### config.mk
export PLATFORM = sky130hd
export DESIGN_NAME = lcdc_cmd_top
export DESIGN_NICKNAME = d
export VERILOG_FILES = /design/src/rtl/lcdc_pkg.sv /design/src/rtl/lcdc_parse.sv /design/src/rtl/lcdc_regs.sv /design/src/rtl/lcdc_cmd_top.sv
export SDC_FILE = /design/constraint.sdc
export NUM_CORES = 1
export LEC_CHECK = 0
export BUFFER_PORTS_ARGS = -buffer_cell sky130_fd_sc_hd__buf_4
export CAP_MARGIN = 10
export CORE_UTILIZATION = 45
export DETAILED_ROUTE_END_ITERATION = 10
export PLACE_DENSITY = 0.72
export SLEW_MARGIN = 5
export SYNTH_ARGS = -nofsm -noshare
export SYNTH_HDL_FRONTEND = slang
export SYNTH_SLANG_ARGS = --single-unit
### constraint.sdc
create_clock -name clk -period 3.9 [get_ports clk]
set_input_delay 0.78 -clock clk [delete_from_list [all_inputs] [get_ports clk]]
set_output_delay 0.78 -clock clk [all_outputs]
set_load 0.01 [all_outputs]
### src/rtl/lcdc_pkg.sv
package lcdc_pkg;
  typedef enum logic [1:0] {
    DRV_MUX4   = 2'b00,
    DRV_STATIC = 2'b01,
    DRV_MUX2   = 2'b10,
    DRV_MUX3   = 2'b11
  } drive_t;

  typedef enum logic [2:0] {
    OP_PTR, OP_MODE, OP_SUB, OP_BANK, OP_BLINK
  } op_t;

  // leading-ones prefix decides the opcode
  function automatic op_t op_of(input logic [6:0] b);
    if (!b[6])      return OP_PTR;
    else if (!b[5]) return OP_MODE;
    else if (!b[4]) return OP_SUB;
    else if (!b[3]) return OP_BANK;
    else            return OP_BLINK;
  endfunction

  // bank switching exists only with one or two backplanes
  function automatic logic banks_usable(input drive_t m);
    return (m == DRV_STATIC) || (m == DRV_MUX2);
  endfunction

  function automatic logic addr_hit(input logic [7:0] b, input logic strap,
                                    input logic [5:0] hi);
    return (b[7:2] == hi) && (b[1] == strap) && !b[0];
  endfunction
endpackage

### src/rtl/lcdc_parse.sv
module lcdc_parse
  import lcdc_pkg::*;
#(
  parameter logic [5:0] ADDR_HI = 6'b011100
) (
  input  logic       clk,
  input  logic       rst_n,
  input  logic       bus_start,
  input  logic       bus_stop,
  input  logic       byte_stb,
  input  logic [7:0] byte_val,
  input  logic       sa0,
  output logic       cmd_stb,
  output logic       data_vld_o,
  output logic [7:0] data_o,
  output logic       addr_ack_o
);
  typedef enum logic [1:0] {PS_IDLE, PS_ADDR, PS_CMD, PS_DATA} pstate_t;
  pstate_t st;

  logic live_byte;
  assign live_byte = byte_stb && !bus_start && !bus_stop;
  assign cmd_stb   = live_byte && (st == PS_CMD);

  always_ff @(posedge clk or negedge rst_n) begin
    if (!rst_n) begin
      st         <= PS_IDLE;
      data_vld_o <= 1'b0;
      data_o     <= '0;
      addr_ack_o <= 1'b0;
    end else begin
      data_vld_o <= 1'b0;
      addr_ack_o <= 1'b0;
      if (bus_start) begin
        st <= PS_ADDR;
      end else if (bus_stop) begin
        st <= PS_IDLE;
      end else if (live_byte) begin
        case (st)
          PS_ADDR: begin
            if (addr_hit(byte_val, sa0, ADDR_HI)) begin
              addr_ack_o <= 1'b1;
              st         <= PS_CMD;
            end else begin
              st <= PS_IDLE;
            end
          end
          PS_CMD:  if (!byte_val[7]) st <= PS_DATA;
          PS_DATA: begin
            data_vld_o <= 1'b1;
            data_o     <= byte_val;
          end
          default: st <= PS_IDLE;
        endcase
      end
    end
  end
endmodule

### src/rtl/lcdc_regs.sv
module lcdc_regs
  import lcdc_pkg::*;
#(
  parameter int PTR_W = 6,
  parameter int SUB_W = 3
) (
  input  logic             clk,
  input  logic             rst_n,
  input  logic             cmd_stb,
  input  logic [6:0]       cmd_byte,
  output drive_t           mode_q,
  output logic             bias_o,
  output logic             disp_en_o,
  output logic             in_bank_o,
  output logic             out_bank_o,
  output logic [1:0]       blink_freq_o,
  output logic             blink_alt_o,
  output logic             ptr_load_o,
  output logic [PTR_W-1:0] ptr_o,
  output logic             sub_load_o,
  output logic [SUB_W-1:0] sub_o
);
  op_t  op;
  logic alt_q;
  logic bank_ok;

  assign op          = op_of(cmd_byte);
  assign bank_ok     = banks_usable(mode_q);
  assign blink_alt_o = alt_q && bank_ok;

  always_ff @(posedge clk or negedge rst_n) begin
    if (!rst_n) begin
      mode_q       <= DRV_MUX4;
      bias_o       <= 1'b0;
      disp_en_o    <= 1'b0;
      in_bank_o    <= 1'b0;
      out_bank_o   <= 1'b0;
      blink_freq_o <= 2'b00;
      alt_q        <= 1'b0;
      ptr_load_o   <= 1'b0;
      ptr_o        <= '0;
      sub_load_o   <= 1'b0;
      sub_o        <= '0;
    end else begin
      ptr_load_o <= 1'b0;
      sub_load_o <= 1'b0;
      if (cmd_stb) begin
        case (op)
          OP_PTR: begin
            ptr_load_o <= 1'b1;
            ptr_o      <= cmd_byte[PTR_W-1:0];
          end
          OP_MODE: begin
            disp_en_o <= cmd_byte[3];
            bias_o    <= cmd_byte[2];
            mode_q    <= drive_t'(cmd_byte[1:0]);
          end
          OP_SUB: begin
            sub_load_o <= 1'b1;
            sub_o      <= cmd_byte[SUB_W-1:0];
          end
          OP_BANK: begin
            if (bank_ok) begin
              in_bank_o  <= cmd_byte[1];
              out_bank_o <= cmd_byte[0];
            end
          end
          default: begin
            alt_q        <= cmd_byte[2];
            blink_freq_o <= cmd_byte[1:0];
          end
        endcase
      end
    end
  end
endmodule

### src/rtl/lcdc_cmd_top.sv
module lcdc_cmd_top
  import lcdc_pkg::*;
#(
  parameter int         PTR_W   = 6,
  parameter int         SUB_W   = 3,
  parameter logic [5:0] ADDR_HI = 6'b011100
) (
  input  logic             clk,
  input  logic             rst_n,
  input  logic             bus_start,
  input  logic             bus_stop,
  input  logic             byte_stb,
  input  logic [7:0]       byte_val,
  input  logic             sa0,
  output logic [1:0]       mode_o,
  output logic             bias_o,
  output logic             disp_en_o,
  output logic             in_bank_o,
  output logic             out_bank_o,
  output logic [1:0]       blink_freq_o,
  output logic             blink_alt_o,
  output logic             ptr_load_o,
  output logic [PTR_W-1:0] ptr_o,
  output logic             sub_load_o,
  output logic [SUB_W-1:0] sub_o,
  output logic             data_vld_o,
  output logic [7:0]       data_o,
  output logic             addr_ack_o
);
  logic   cmd_stb;
  drive_t mode_q;

  assign mode_o = mode_q;

  lcdc_parse #(.ADDR_HI(ADDR_HI)) u_parse (
    .clk(clk), .rst_n(rst_n), .bus_start(bus_start), .bus_stop(bus_stop),
    .byte_stb(byte_stb), .byte_val(byte_val), .sa0(sa0),
    .cmd_stb(cmd_stb), .data_vld_o(data_vld_o), .data_o(data_o),
    .addr_ack_o(addr_ack_o)
  );

  lcdc_regs #(.PTR_W(PTR_W), .SUB_W(SUB_W)) u_regs (
    .clk(clk), .rst_n(rst_n), .cmd_stb(cmd_stb), .cmd_byte(byte_val[6:0]),
    .mode_q(mode_q), .bias_o(bias_o), .disp_en_o(disp_en_o),
    .in_bank_o(in_bank_o), .out_bank_o(out_bank_o),
    .blink_freq_o(blink_freq_o), .blink_alt_o(blink_alt_o),
    .ptr_load_o(ptr_load_o), .ptr_o(ptr_o),
    .sub_load_o(sub_load_o), .sub_o(sub_o)
  );
endmodule

==> run metrics <==
RSZ-0062 raised after global routing=no; clock latency on the worst-skew pair=roughly 330 ps; Hold Crit Class=in2async; grt ovf=0; synthesized area=roughly 1300 um^2; Via Count=914; Synth Area in Adders=0.02791; post-DP HPWL=2048 um; Sink Count=32; most frequent cells in the layout=43 x buf_4, 32 x dfrtp_1, 26 x mux2_2, 5 x clkbuf_4; flop-to-flop setup slack=between 1500 and 2000 ps; cts repair resizes=0; ant diodes=0; CTS H-tree lvls=2; width of the die=roughly 57 um; TritonCTS clock tree=built; Rel. slew slack=0.3841; vias per cell=about 5.4; register area=about 800 um^2; Post-synth EDFFs=0; Synth Area in Compound Gates=0.02047; Setup Viol. Count Final=0; die area=3211 um^2; status=finished, violations left; Syn Nets=106; IO Pins=between 40 and 50; Post-Synth XOR/XNOR Area=0.01302; Clock power frac=0.363; first-pass GRT wire length=around 4700 um; dpl cells=roughly 160; CP endpoint kind=flop; failing checks=design-rule violations; largest net degree at the start of global routing=33; register bit total from synthesis=32; PwrDens=326.6 nW/um^2; critical path required time=4120 ps; Switching Power=approximately 0.00013 W; Crit Path Class=reg2reg; Clock Skews=about 8.8 ps; Most used DFF post-synth=dfrtp_1; Mean Syn Cell Area=around 15 um^2; Routed Antenna Nets=0; all-layer global routing usage=0.2007; commonest non-fill, non-tap cell in the layout=buf_4; Least-Margin Pin Slew=roughly 920 ps; Multi-input gate area=~530 um^2; Critical R2R Launch=u_parse.st[0]$_DFFE_PN0P_; cells on worst reg2reg path=5; placer congestion estimate=around 0.72; largest family of logic cells by synthesized area=multiplexers; sequential area share after synthesis=0.5953; Async SR Flop Fraction=1.000; Mapped Cells=89; clock buffer depth=2; f_max=roughly 0.48 GHz; IO buf count=between 40 and 50; TritonCTS Buffers=5; worst vdd ir=0.2472 mV; Slew Viols, Final=0; Yosys cell types=25; r2r endpoint=u_regs.ptr_o[1]$_DFFE_PN0P_; wire per inst=around 16 um; Arr. time, crit path=between 2000 and 2500 ps; final hold vios=0; Layout Cells excl Fill=170; top cells by area, synth=dfrtp_1 60%, mux2_2 22%, ha_1 2.8%; Final Util=0.6316; Synth Area in Simple Gates=0.1098; core box area=between 2000 and 3000 um^2; Die Height=between 50 and 60 um; Fill cells=roughly 230; final routed DRC violation total=4; Yosys top cell by area=dfrtp_1; DR pass1 iterations=6; layout cell share with drive strength beyond 1=0.5899; clk root buf=clkbuf_4; Post-CTS Setup Repair Bufs=0; CP startpoint kind=flop; max_cap viols=0; crit-path max FO=7; Nets=between 150 and 200; area delta synth->final=31.72%; Switching Fraction=0.2254; Gate power share=0.059; min Tclk post-route=2105 ps; TNS Setup=0 ps; Iteration-0 DRC Markers=23; vias in the first global route=961; post-synth top area share=0.5953; Seq pwr share=0.577; Reg clk slew, reported paths=roughly 90 ps; hold_buf cts=0; Internal Power=around 0.00045 W; Starting Density=0.4795; Synth warnings=0; num rows=19; Total Power=roughly 0.00058 W; initial antenna violation count=0; period utilization=0.5396; leak pwr=around 0.95 nW; post-synthesis mux area share=0.2251; Total Wirelength=approximately 2800 um
worst max path at each step:
stage | slack [ps] | endpoint | startpoint
CTS | 1780 | u_regs.ptr_o[1]$_DFFE_PN0P_ | u_parse.st[0]$_DFFE_PN0P_
detailed placement | 1510 | u_regs.ptr_o[1]$_DFFE_PN0P_ | byte_stb
finish | 1800 | u_regs.ptr_o[1]$_DFFE_PN0P_ | u_parse.st[0]$_DFFE_PN0P_
floorplan | 1770 | u_regs.ptr_o[0]$_DFFE_PN0P_ | byte_stb
global placement | 1550 | u_regs.ptr_o[3]$_DFFE_PN0P_ | bus_start
global route | 1680 | u_regs.ptr_o[0]$_DFFE_PN0P_ | u_parse.st[0]$_DFFE_PN0P_
cell type report:
class / count / share of cell area
multi-input combinational: 54 / 0.3008
sequential: 32 / 0.4520
timing repair buffer: 43 / 0.1822
inverter: 3 / 0.006356
clock buffer: 7 / 0.03672
tap: 31 / 0.02189
Yosys cell counts, types with 2 or more instances:
| master | number |
|---|---|
| dfrtp_1 | 32 |
| ha_1 | 3 |
| inv_1 | 3 |
| mux2_2 | 26 |
| nand2_1 | 3 |
| nor3_4 | 2 |
| nor4b_1 | 2 |
stage by stage:
stage / hold slack [ps] / setup WS [ps] / area [um^2]
6_report: 359.9 / 1796 / 1772
5_1_grt: 374.9 / 1676 / 1772
4_1_cts: 366.0 / 1778 / 1772
3_5_place_dp: 497.0 / 1510 / 1707
3_3_place_gp: 487.3 / 1548 / 1707
2_1_floorplan: 472.1 / 1771 / 1345
per-layer routing:
layer  share of wire  global-route usage  routed length (um)
met5               0                   0                   0
met4           0.026              0.1179                  73
met3           0.067             0.06452                 186
met2            0.46              0.2925                1274
met1            0.44              0.2615                1226
state kept, by name, summed over array words and instances (netlist names):
signal               count
u_regs.out_bank_o        1
u_parse.data_vld_o       1
u_regs.mode_q            2
u_regs.bias_o            1
u_regs.sub_load_o        1
u_regs.alt_q             1
u_regs.in_bank_o         1
u_regs.sub_o             3
u_parse.data_o           8
u_regs.blink_freq_o      2
u_regs.disp_en_o         1
u_parse.addr_ack_o       1
u_regs.ptr_load_o        1
u_regs.ptr_o             6
u_parse.st               2
critical path, cell delays in order, from the launching register on:
cell and delay, ps:
dfrtp_1 440, inv_1 80, ha_1 220, or4b_4 540, nor2_2 320, mux2_2 380
cell families after synthesis:
logic type,Yosys count
buffers and inverters,3
adder cells (fa/ha/maj),3
XOR/XNOR,2
AO/OA/AOI/OAI,4
AND/OR/NAND/NOR,18
multiplexers,27
flip-flops,32
power by group through the flow:
stage	Sequential, W	Clock (W)	Combinational (W)
3_5_place_dp	0.000341	0	0.0000352
4_1_cts	0.000334	0.000215	0.0000352
3_3_place_gp	0.000341	0	0.0000340
5_1_grt	0.000334	0.000230	0.0000382
2_1_floorplan	0.000341	0	0.00000803
6_report	0.000334	0.000210	0.0000344
No activity file was read; power rests on OpenSTA's default activity.
